===== src/rtl/sg_pkg.sv =====
package sg_pkg;
  typedef enum logic [1:0] {
    BP_NONE = 2'b00,
    BP_QTR  = 2'b01,
    BP_HALF = 2'b10,
    BP_ALL  = 2'b11
  } bp_e;

  localparam int unsigned SR_W      = 8;
  localparam int unsigned SR_WPEN   = 7;
  localparam int unsigned SR_BP_HI  = 3;
  localparam int unsigned SR_BP_LO  = 2;
  localparam int unsigned SR_WEL    = 1;
  localparam int unsigned SR_RDY    = 0;

  typedef struct packed {
    logic wpen;
    bp_e  bp;
  } nv_bits_t;
endpackage


===== src/rtl/sg_range_dec.sv =====
module sg_range_dec
  import sg_pkg::*;
#(
  parameter int unsigned ADDR_W = 15
) (
  input  logic [ADDR_W-1:0] addr_i,
  input  bp_e               bp_i,
  output logic              prot_o
);
  localparam int unsigned TOP_LSB = ADDR_W - 2;

  logic [1:0] top;

  generate
    if (ADDR_W < 2) begin : g_bad
      initial $error("sg_range_dec: ADDR_W must be at least 2");
      assign top = 2'b00;
    end else begin : g_ok
      assign top = addr_i[ADDR_W-1:TOP_LSB];
    end
  endgenerate

  always_comb begin
    unique case (bp_i)
      BP_NONE: prot_o = 1'b0;
      BP_QTR:  prot_o = (top == 2'b11);
      BP_HALF: prot_o = top[1];
      BP_ALL:  prot_o = 1'b1;
      default: prot_o = 1'b1;
    endcase
  end
endmodule


===== src/rtl/sg_wel.sv =====
module sg_wel (
  input  logic clk_i,
  input  logic rst_ni,
  input  logic wren_i,
  input  logic wrdi_i,
  input  logic busy_i,
  input  logic cycle_done_i,
  output logic wel_o
);
  logic wel_q, wel_d;

  always_comb begin
    wel_d = wel_q;
    if (cycle_done_i) begin
      wel_d = 1'b0;
    end else if (!busy_i) begin
      if (wrdi_i)      wel_d = 1'b0;
      else if (wren_i) wel_d = 1'b1;
    end
  end

  always_ff @(posedge clk_i or negedge rst_ni) begin
    if (!rst_ni) wel_q <= 1'b0;
    else         wel_q <= wel_d;
  end

  assign wel_o = wel_q;
endmodule


===== src/rtl/sg_sr_stage.sv =====
module sg_sr_stage
  import sg_pkg::*;
#(
  parameter logic       WPEN_RST = 1'b0,
  parameter logic [1:0] BP_RST   = 2'b00
) (
  input  logic            clk_i,
  input  logic            rst_ni,
  input  logic            stage_i,
  input  logic [SR_W-1:0] data_i,
  input  logic            stage_ok_i,
  input  logic            commit_i,
  input  logic            hw_lock_i,
  output nv_bits_t        nv_o
);
  localparam nv_bits_t NV_RST = '{wpen: WPEN_RST, bp: bp_e'(BP_RST)};

  nv_bits_t nv_q, nv_d, pend_q, pend_d;
  logic     pend_vld_q, pend_vld_d;

  always_comb begin
    nv_d       = nv_q;
    pend_d     = pend_q;
    pend_vld_d = pend_vld_q;
    if (commit_i) begin
      // cycle starts here; lock in this cycle still cancels
      if (pend_vld_q && !hw_lock_i) nv_d = pend_q;
      pend_vld_d = 1'b0;
    end else if (pend_vld_q && hw_lock_i) begin
      pend_vld_d = 1'b0;
    end else if (stage_i && stage_ok_i) begin
      pend_vld_d  = 1'b1;
      pend_d.wpen = data_i[SR_WPEN];
      pend_d.bp   = bp_e'(data_i[SR_BP_HI:SR_BP_LO]);
    end
  end

  always_ff @(posedge clk_i or negedge rst_ni) begin
    if (!rst_ni) begin
      nv_q       <= NV_RST;
      pend_q     <= NV_RST;
      pend_vld_q <= 1'b0;
    end else begin
      nv_q       <= nv_d;
      pend_q     <= pend_d;
      pend_vld_q <= pend_vld_d;
    end
  end

  assign nv_o = nv_q;
endmodule


===== src/rtl/status_guard.sv =====
module status_guard
  import sg_pkg::*;
#(
  parameter int unsigned ADDR_W   = 15,
  parameter logic        WPEN_RST = 1'b0,
  parameter logic [1:0]  BP_RST   = 2'b00
) (
  input  logic              clk_i,
  input  logic              rst_ni,
  input  logic              wp_ni,
  input  logic              wren_i,
  input  logic              wrdi_i,
  input  logic              wrsr_stage_i,
  input  logic [SR_W-1:0]   wrsr_data_i,
  input  logic              wrsr_commit_i,
  input  logic              busy_i,
  input  logic              cycle_done_i,
  input  logic [ADDR_W-1:0] addr_i,
  output logic              arr_wr_ok_o,
  output logic              sr_wr_ok_o,
  output logic [SR_W-1:0]   status_o
);
  logic     wel;
  logic     hw_lock;
  logic     prot;
  nv_bits_t nv;

  sg_wel i_wel (
    .clk_i       (clk_i),
    .rst_ni      (rst_ni),
    .wren_i      (wren_i),
    .wrdi_i      (wrdi_i),
    .busy_i      (busy_i),
    .cycle_done_i(cycle_done_i),
    .wel_o       (wel)
  );

  // pin is blocked unless the protect-enable bit is set
  assign hw_lock    = ~wp_ni & nv.wpen;
  assign sr_wr_ok_o = wel & ~hw_lock;

  sg_sr_stage #(
    .WPEN_RST(WPEN_RST),
    .BP_RST  (BP_RST)
  ) i_stage (
    .clk_i     (clk_i),
    .rst_ni    (rst_ni),
    .stage_i   (wrsr_stage_i),
    .data_i    (wrsr_data_i),
    .stage_ok_i(sr_wr_ok_o & ~busy_i),
    .commit_i  (wrsr_commit_i),
    .hw_lock_i (hw_lock),
    .nv_o      (nv)
  );

  sg_range_dec #(
    .ADDR_W(ADDR_W)
  ) i_range (
    .addr_i(addr_i),
    .bp_i  (nv.bp),
    .prot_o(prot)
  );

  assign arr_wr_ok_o = wel & ~prot;

  always_comb begin
    status_o                   = '0;
    status_o[SR_WPEN]          = nv.wpen;
    status_o[SR_BP_HI:SR_BP_LO] = nv.bp;
    status_o[SR_WEL]           = wel;
    status_o[SR_RDY]           = busy_i;
  end
endmodule


===== config.mk =====
export PLATFORM = sky130hd
export DESIGN_NAME = status_guard
export DESIGN_NICKNAME = d
export VERILOG_FILES = /design/src/rtl/sg_pkg.sv /design/src/rtl/sg_range_dec.sv /design/src/rtl/sg_wel.sv /design/src/rtl/sg_sr_stage.sv /design/src/rtl/status_guard.sv
export SDC_FILE = /design/constraint.sdc
export NUM_CORES = 1
export LEC_CHECK = 0
export BUFFER_PORTS_ARGS = -buffer_cell sky130_fd_sc_hd__buf_2
export CAP_MARGIN = 25
export CORE_AREA = 5 5 42 44
export DETAILED_ROUTE_END_ITERATION = 8
export DIE_AREA = 0 0 47 49
export GPL_TIMING_DRIVEN = 0
export HOLD_SLACK_MARGIN = 0.08
export PLACE_DENSITY_LB_ADDON = 0.2
export SKIP_LAST_GASP = 1
export SYNTH_ARGS = -nofsm -noshare
export SYNTH_HDL_FRONTEND = slang
export SYNTH_HIERARCHICAL = 1
export SYNTH_SLANG_ARGS = --single-unit

===== constraint.sdc =====
create_clock -name clk_i -period 1.4 [get_ports clk_i]
set_input_delay 0 -clock clk_i [delete_from_list [all_inputs] [get_ports clk_i]]
set_output_delay 0 -clock clk_i [all_outputs]
set_load 0.02 [all_outputs]

==> qor.tcl, run 1 <==
set qor(status) {completed}
set qor(placement.io_buffers) 20
set qor(placementRows) 14
set qor(clkTransAtPathRegs_ns) 0.06
set qor(grt.met3_usage_pct) 3.32
set qor(timing.hold.worst_path_depth) 3
set qor(post-route-util_pct) 47.0
set qor(critical_path_peak_fanout) 5
set qor(synthesis.area_sq_um) 438
set qor(maximum_buffer_depth_of_the_clock_tree) 2
set qor(grt_use_met1_pct) 9.95
set qor(die_height_microns) 49
set qor(startpoint_type) {flop}
set qor(grt.busiest_layer) {met2}
set qor(initialDrtViolationCount) 1
set qor(drt_first_pass_iters) 2
set qor(asyncSetResetFlopFracSynth_pct) 100
set qor(timing.final.crit_period_ns) 1.31
set qor(grt_pass1_vias) 346
set qor(drc_violation_count_after_routing) 0
set qor(global_route.usage.met2_pct) 11.5
set qor(sequential_cell_area_in_the_final_layout_sq_um) 200
set qor(timing.max_cap.violations) 0
set qor(clk_root_buffer_cell) {clkbuf_4}
set qor(worst_setup_path_end_kind) {flop}
set qor(fillers) 143
set qor(start_util_pct) 31.3
set qor(detail-route-antenna-nets) 0
set qor(fin_worst_skew_ns) 0.00115
set qor(yosys_most_used_dff) {dfrtp_1}
set qor(syn2layout_area_growth_pct) 50.3
set qor(gp_congestion) 0.617
set qor(groute.usage.overall_pct) 8.03
set qor(reg2reg_depth) 4
set qor(min_period_over_period_pct) 93.6
set qor(synth_top_area_share_pct) 45.7
set qor(routed-via-count) 352
set qor(main_area_contributors_after_synthesis) {dfrtp_1, mux2_2, buf_4}
set qor(largest_area_contributor_in_the_netlist) {dfrtp_1}
set qor(hold_path.class) {in -> reg}
set qor(die_area_sq_um) 2300
set qor(die_w_microns) 47
set qor(power-per-cell-area_nw_per_um2) 980
set qor(synth_warnings) 6
set qor(cp.required_ns) 1.53
set qor(hold_viol) 0
set qor(cts_inserted_buffers) 3
set qor(synth.yosys.seq_area_share_pct) 45.7
set qor(cts_setup_buffers) 0
set qor(path_class) {reg -> reg}
set qor(drv_slew) 0
set qor(grt_first_pass_wirelength_mm) 1.36
set qor(post_drt_via_cell_ratio) 4.19
set qor(synth_top_cells_by_count) {dfrtp_1, mux2_2, buf_4}
set qor(finalWirelength_microns) 837
set qor(syn_area_per_cell_sq_um) 12.2
set qor(setup_viol) 0
set qor(layout_cells_sized_above_1_pct) 55.9
set qor(syn-instance-count) 36
set qor(htree_levels) 1
set qor(synth.distinct_cells) 17
set qor(cts_sinks) 8
set qor(multiInputGateArea_sq_um) 200
set qor(diodes) 0
set qor(grt_start_max_net_pins) 9
set qor(timing.critical_path.arrival_ns) 1.44
set qor(grt_overflow) 0
set qor(wirelength_per_cell_microns) 9.96
set qor(fmax_mhz) 763
set qor(ioPinCount) 42
set qor(initial_antenna_violation_count) 0
set qor(tritoncts) {done}
set qor(totalNegativeSetupSlack_ns) 0
set qor(place_hpwl_microns) 677
set qor(clock_latency_ns) 0.25
set qor(number_of_synthesized_flops_with_an_enable_pin) 0
set qor(ir_worst_vdd_v) 0.000426
set qor(p_leak_nw) 0.368
set qor(num-nets-final) 102
set qor(synth.ff_latch_count) 8
set qor(grt_setup_unrepaired) {false}
set qor(synthMostInstantiatedCell) {dfrtp_1}
set qor(post_cts.resized_instances) 0
set qor(core_area_sq_um) 1400
## sequential cells by signal, indices dropped and copies added, names as in the netlist
name	count
i_stage/pend_vld_q	1
i_stage/nv_o	3
i_stage/pend_q	3
i_wel/wel_o	1
## power breakdown
group          switching [mW]  internal, mW
clock network          0.0772        0.0980
registers              0.0236         0.271
logic                  0.0810        0.0943
## metal layers
layer	part of all wire (%)	vias to the layer above	wire length, microns
met5	0	-	0
met4	0	0	0
met3	11	0	94
met2	49	14	406
met1	40	159	336
li1	-	179	-
## layout make-up
type	count	share of cell area, %
plain buffers	5	5.70
clock buffers	3	3.42
inverters	2	1.14
multi-input cells	23	30.4
flip-flops and latches	8	30.4
well taps	16	3.04
repair buffers	27	25.9
## repair_timing
action	CTS	global route
hold buffers	7	0
hold endpoints to repair	13	0
endpoints found under the setup margin	0	0
## cell families after synthesis
family	after synthesis	share of synthesized area (%)
AOI/OAI and AO/OA	3	5.71
buffers and inverters	7	10.3
DFF	8	45.7
muxes	6	15.4
other	1	0.856
and+or+nand+nor	11	22.0
## worst paths after layout
path	start	endpoint	slack, ns
max in group asynchronous	rst_ni	i_stage/nv_o[1]	1.12
min in group asynchronous	rst_ni	i_stage/pend_q[2]	0.12
hold / removal	wrsr_stage_i	i_stage/pend_vld_q	0.09
setup / recovery	i_stage/nv_o[2]	i_stage/pend_q[1]	0.09
hold reg to reg	i_stage/pend_q[0]	i_stage/pend_q[0]	0.50
setup reg to reg	i_stage/nv_o[2]	i_stage/pend_q[1]	0.09
## layout by cell type (no fill, tap or decap)
cell / n
nor3b_2: 1
nand3_1: 1
dfrtp_1: 8
clkbuf_4: 3
o21ai_0: 1
nand2b_1: 1
or2b_1: 1
dlygate4sd3_1: 7
inv_1: 2
nor2b_4: 1
nand4b_4: 1
mux2_2: 6
o21ai_1: 1
buf_2: 20
nand2_1: 2
nand3b_1: 1
a221oi_2: 1
buf_4: 5
nor2b_1: 2
conb_1: 3
## worst max-delay path, cell delays in order (launching register included)
cell and delay, ns:
dfrtp_1 0.38, nor2b_4 0.15, nor3b_2 0.22, nand4b_4 0.15, mux2_2 0.29
## metrics by stage
| stage | std cells | hold WS, ns | worst slack (ns) | area (sq um) | total power, mW |
|---|---|---|---|---|---|
| floorplan | 38 | -0.296 | 0.0471 | 445 | 0.402 |
| global placement | 74 | -0.151 | 0.0898 | 566 | 0.458 |
| detailed placement | 74 | -0.149 | 0.0847 | 566 | 0.463 |
| CTS | 84 | 0.0912 | 0.0753 | 658 | 0.654 |
| global route | 84 | 0.0913 | 0.0330 | 658 | 0.688 |
| finish | 84 | 0.0919 | 0.0901 | 658 | 0.645 |
(Power assumes the default switching activity.)
==> run 2, diff against run 1 <==
Settings changed: ABC_AREA set to 1, CORE_AREA 5 5 42 44 to unset, CORE_MARGIN set to 5, CORE_UTILIZATION set to 25, DIE_AREA 0 0 47 49 to unset.
==> run 2 against run 1 <==
Net effect: critical path depth increased by 2; final area rose by 0.76%; maximum frequency is 9.9% higher; largest power group unchanged.
==> qor.tcl, run 2 <==
set qor(layout.cells.most_common_list) {buf_2, nand2_1, inv_1, dlygate4sd3_1, dfrtp_1} ;# was buf_2, dfrtp_1, dlygate4sd3_1, mux2_2, buf_4
set qor(status) {completed} ;# unchanged
set qor(hold_viol) 0 ;# unchanged
set qor(p_leak_nw) 0.403 ;# was 0.368 nW
set qor(grt_setup_unrepaired) {false} ;# unchanged
set qor(maximum_buffer_depth_of_the_clock_tree) 2 ;# unchanged
set qor(timing.critical_path.slowest_cell_delay_ns) 0.54 ;# was 0.38 ns
set qor(critical_path.reg2reg.startpoint) {i_stage/nv_o[2]} ;# unchanged
set qor(mostFrequentLayoutCell) {buf_2} ;# unchanged
set qor(setup_viol) 0 ;# unchanged
set qor(worstHoldStart) {busy_i} ;# was wrsr_stage_i
set qor(placement.io_buffers) 20 ;# unchanged
set qor(synth.distinct_cells) 14 ;# was 17
set qor(finalInstanceArea_sq_um) 663 ;# was 658 sq um
set qor(startpoint_type) {input pin} ;# was flop
set qor(num-nets-final) 124 ;# was 102
set qor(drt_first_pass_iters) 3 ;# was 2
set qor(diodes) 0 ;# unchanged
set qor(grt_overflow) 0 ;# unchanged
set qor(clk_root_buffer_cell) {clkbuf_4} ;# unchanged
set qor(start_util_pct) 25.6 ;# was 31.3%
set qor(placedInstanceArea_sq_um) 561 ;# was 566 sq um
set qor(power-per-cell-area_nw_per_um2) 935 ;# was 980 nW/um^2
set qor(gp_congestion) 0.691 ;# was 0.617
set qor(grt_start_max_net_pins) 9 ;# unchanged
set qor(die_area_sq_um) 2660 ;# was 2300 sq um
set qor(timing.final.crit_period_ns) 1.19 ;# was 1.31 ns
set qor(place_hpwl_microns) 741 ;# was 677 microns
set qor(routed-via-count) 443 ;# was 352
set qor(syn-instance-count) 57 ;# was 36
set qor(timing.hold.ws_ns) 0.109 ;# was 0.0919 ns
set qor(dp_slack_ns) 0.215 ;# was 0.0847 ns
set qor(synth_top_cells_by_count) {nand2_1, inv_1, dfrtp_1, buf_4} ;# was dfrtp_1, mux2_2, buf_4
set qor(cp.required_ns) 1.58 ;# was 1.53 ns
set qor(synth.ff_latch_count) 8 ;# unchanged
set qor(core_area_sq_um) 1690 ;# was 1400 sq um
set qor(clock_latency_ns) 0.25 ;# about the same
set qor(fmax_mhz) 839 ;# was 763 MHz
set qor(min_period_over_period_pct) 85.1 ;# was 93.6%
set qor(cp-startpoint) {cycle_done_i} ;# was i_stage/nv_o[2]
set qor(critical_path_peak_fanout) 1 ;# was 5
set qor(cts_sinks) 8 ;# unchanged
set qor(path_class) {in -> reg} ;# was reg -> reg
set qor(yosys_most_used_dff) {dfrtp_1} ;# unchanged
set qor(syn_area_per_cell_sq_um) 7.57 ;# was 12.2 sq um
set qor(groute.usage.overall_pct) 8.68 ;# was 8.03%
set qor(synth_top_area_share_pct) 46.4 ;# was 45.7%
set qor(largest_area_contributor_in_the_netlist) {dfrtp_1} ;# unchanged
set qor(reg2reg_depth) 8 ;# was 4
set qor(detail-route-antenna-nets) 0 ;# unchanged
set qor(finalWorstSetupSlack_ns) 0.208 ;# was 0.0901 ns
set qor(main_area_contributors_after_synthesis) {dfrtp_1, nand2_1, inv_1} ;# was dfrtp_1, mux2_2, buf_4
set qor(hold_path.class) {in -> reg} ;# unchanged
set qor(timing.max_cap.violations) 0 ;# unchanged
set qor(post_drt_via_cell_ratio) 4.14 ;# was 4.19
set qor(die_w_microns) 51.6 ;# was 47 microns
set qor(drc_violation_count_after_routing) 0 ;# unchanged
set qor(ioPinCount) 42 ;# unchanged
set qor(htree_levels) 1 ;# unchanged
set qor(layout.cells.non_filler) 107 ;# was 84
set qor(initial_antenna_violation_count) 0 ;# unchanged
set qor(finalWirelength_microns) 990 ;# was 837 microns
set qor(totalNegativeSetupSlack_ns) 0 ;# unchanged
set qor(timing.hold.worst_path_depth) 4 ;# was 3
set qor(crit_top_cell) {dlygate4sd3_1}
set qor(grt_pass1_vias) 384 ;# was 346
set qor(wirelength_per_cell_microns) 9.25 ;# was 9.96 microns
set qor(grt_first_pass_wirelength_mm) 1.60 ;# was 1.36 mm
set qor(critical_path.slowest_cell) {dlygate4sd3_1} ;# was dfrtp_1
set qor(fin_worst_skew_ns) 0.00554 ;# was 0.00115 ns
set qor(drv_slew) 0 ;# unchanged
set qor(r2r_end) {i_stage/pend_q[2]} ;# was i_stage/pend_q[1]
set qor(die_height_microns) 51.6 ;# was 49 microns
set qor(clkTransAtPathRegs_ns) 0.05 ;# was 0.06 ns
set qor(syn2layout_area_growth_pct) 53.6 ;# was 50.3%
set qor(post-route-util_pct) 39.3 ;# was 47.0%
set qor(worst_setup_path_end_kind) {flop} ;# unchanged
set qor(cts_inserted_buffers) 3 ;# unchanged
set qor(asyncSetResetFlopFracSynth_pct) 100 ;# unchanged
set qor(synthesis.area_sq_um) 432 ;# was 438 sq um
set qor(place.detailed.instances) 96 ;# was 74
set qor(cts_setup_buffers) 0 ;# unchanged
set qor(report.power.total_uw) 620 ;# was 645 uW
set qor(layout_cells_sized_above_1_pct) 34.4 ;# was 55.9%
set qor(placementRows) 15 ;# was 14
set qor(number_of_synthesized_flops_with_an_enable_pin) 0 ;# unchanged
set qor(worstPathCellList) {dlygate4sd3_1 -> buf_2 -> inv_1 -> nand2_1 -> dlygate4sd3_1 -> nor2_1} ;# was nor2b_4 -> nor3b_2 -> nand4b_4 -> mux2_2
set qor(rrSetupSlack_ns) 0.23 ;# was 0.09 ns
set qor(synth_warnings) 6 ;# unchanged
set qor(synthMostInstantiatedCell) {nand2_1} ;# was dfrtp_1
set qor(tritoncts) {done} ;# unchanged
set qor(synth.yosys.seq_area_share_pct) 46.4 ;# was 45.7%
set qor(timing.critical_path.arrival_ns) 1.37 ;# was 1.44 ns
set qor(initialDrtViolationCount) 2 ;# was 1
set qor(ir_worst_vdd_v) 0.000555 ;# was 0.000426 V
set qor(min_delay_worst_endpoint) {i_wel/wel_o} ;# was i_stage/pend_vld_q
run 2: what timing repair did:
item,4_1_cts,5_1_grt
endpoints found under the hold margin,13,0
endpoints found under the setup margin,0,0
gates resized for setup,0,0
hold buffers,8,0
run 2: area by class of cell:
class / instances / area (sq um)
Buffer: 5 / 37.5
Clock buffer: 3 / 22.5
Fill cell: 189 / 1030
Inverter: 11 / 41.3
Multi-Input combinational cell: 35 / 160
Sequential cell: 8 / 200
Tap cell: 17 / 21.3
Timing Repair Buffer: 28 / 180
run 2: worst max path at each step:
stage / end / depth (start not counted)
3_3_place_gp: i_stage/pend_q[1] / 8
4_1_cts: i_wel/wel_o / 6
2_1_floorplan: i_stage/pend_q[0] / 8
3_5_place_dp: i_stage/pend_q[2] / 8
6_report: i_wel/wel_o / 6
5_1_grt: arr_wr_ok_o / 4
run 2: routing by layer:
layer	up-vias	track usage, %	share of wire (%)
met5	-	0	0
met4	0	5.24	1.3
met3	2	5.16	8.6
met2	16	11.7	44
met1	191	10.4	46
li1	234	-	-
run 2: logic make-up after synthesis:
| kind of cell | synth area share [%] |
|---|---|
| AND/OR/NAND/NOR | 28.7 |
| other | 0.869 |
| buffers and inverters | 18.3 |
| flip-flops | 46.4 |
| AO/OA/AOI/OAI | 5.79 |
run 2: critical path: cells and delay by family:
family	cells	cell delay [ns]
buffers and inverters	4	1.23
and+or+nand+nor	2	0.14
run 2: power by group:
part           switching [mW]  internal [mW]  total (mW)
sequential             0.0233          0.266       0.289
clock                  0.0767         0.0980       0.175
combinational          0.0837         0.0729       0.157
total                   0.184          0.436       0.620
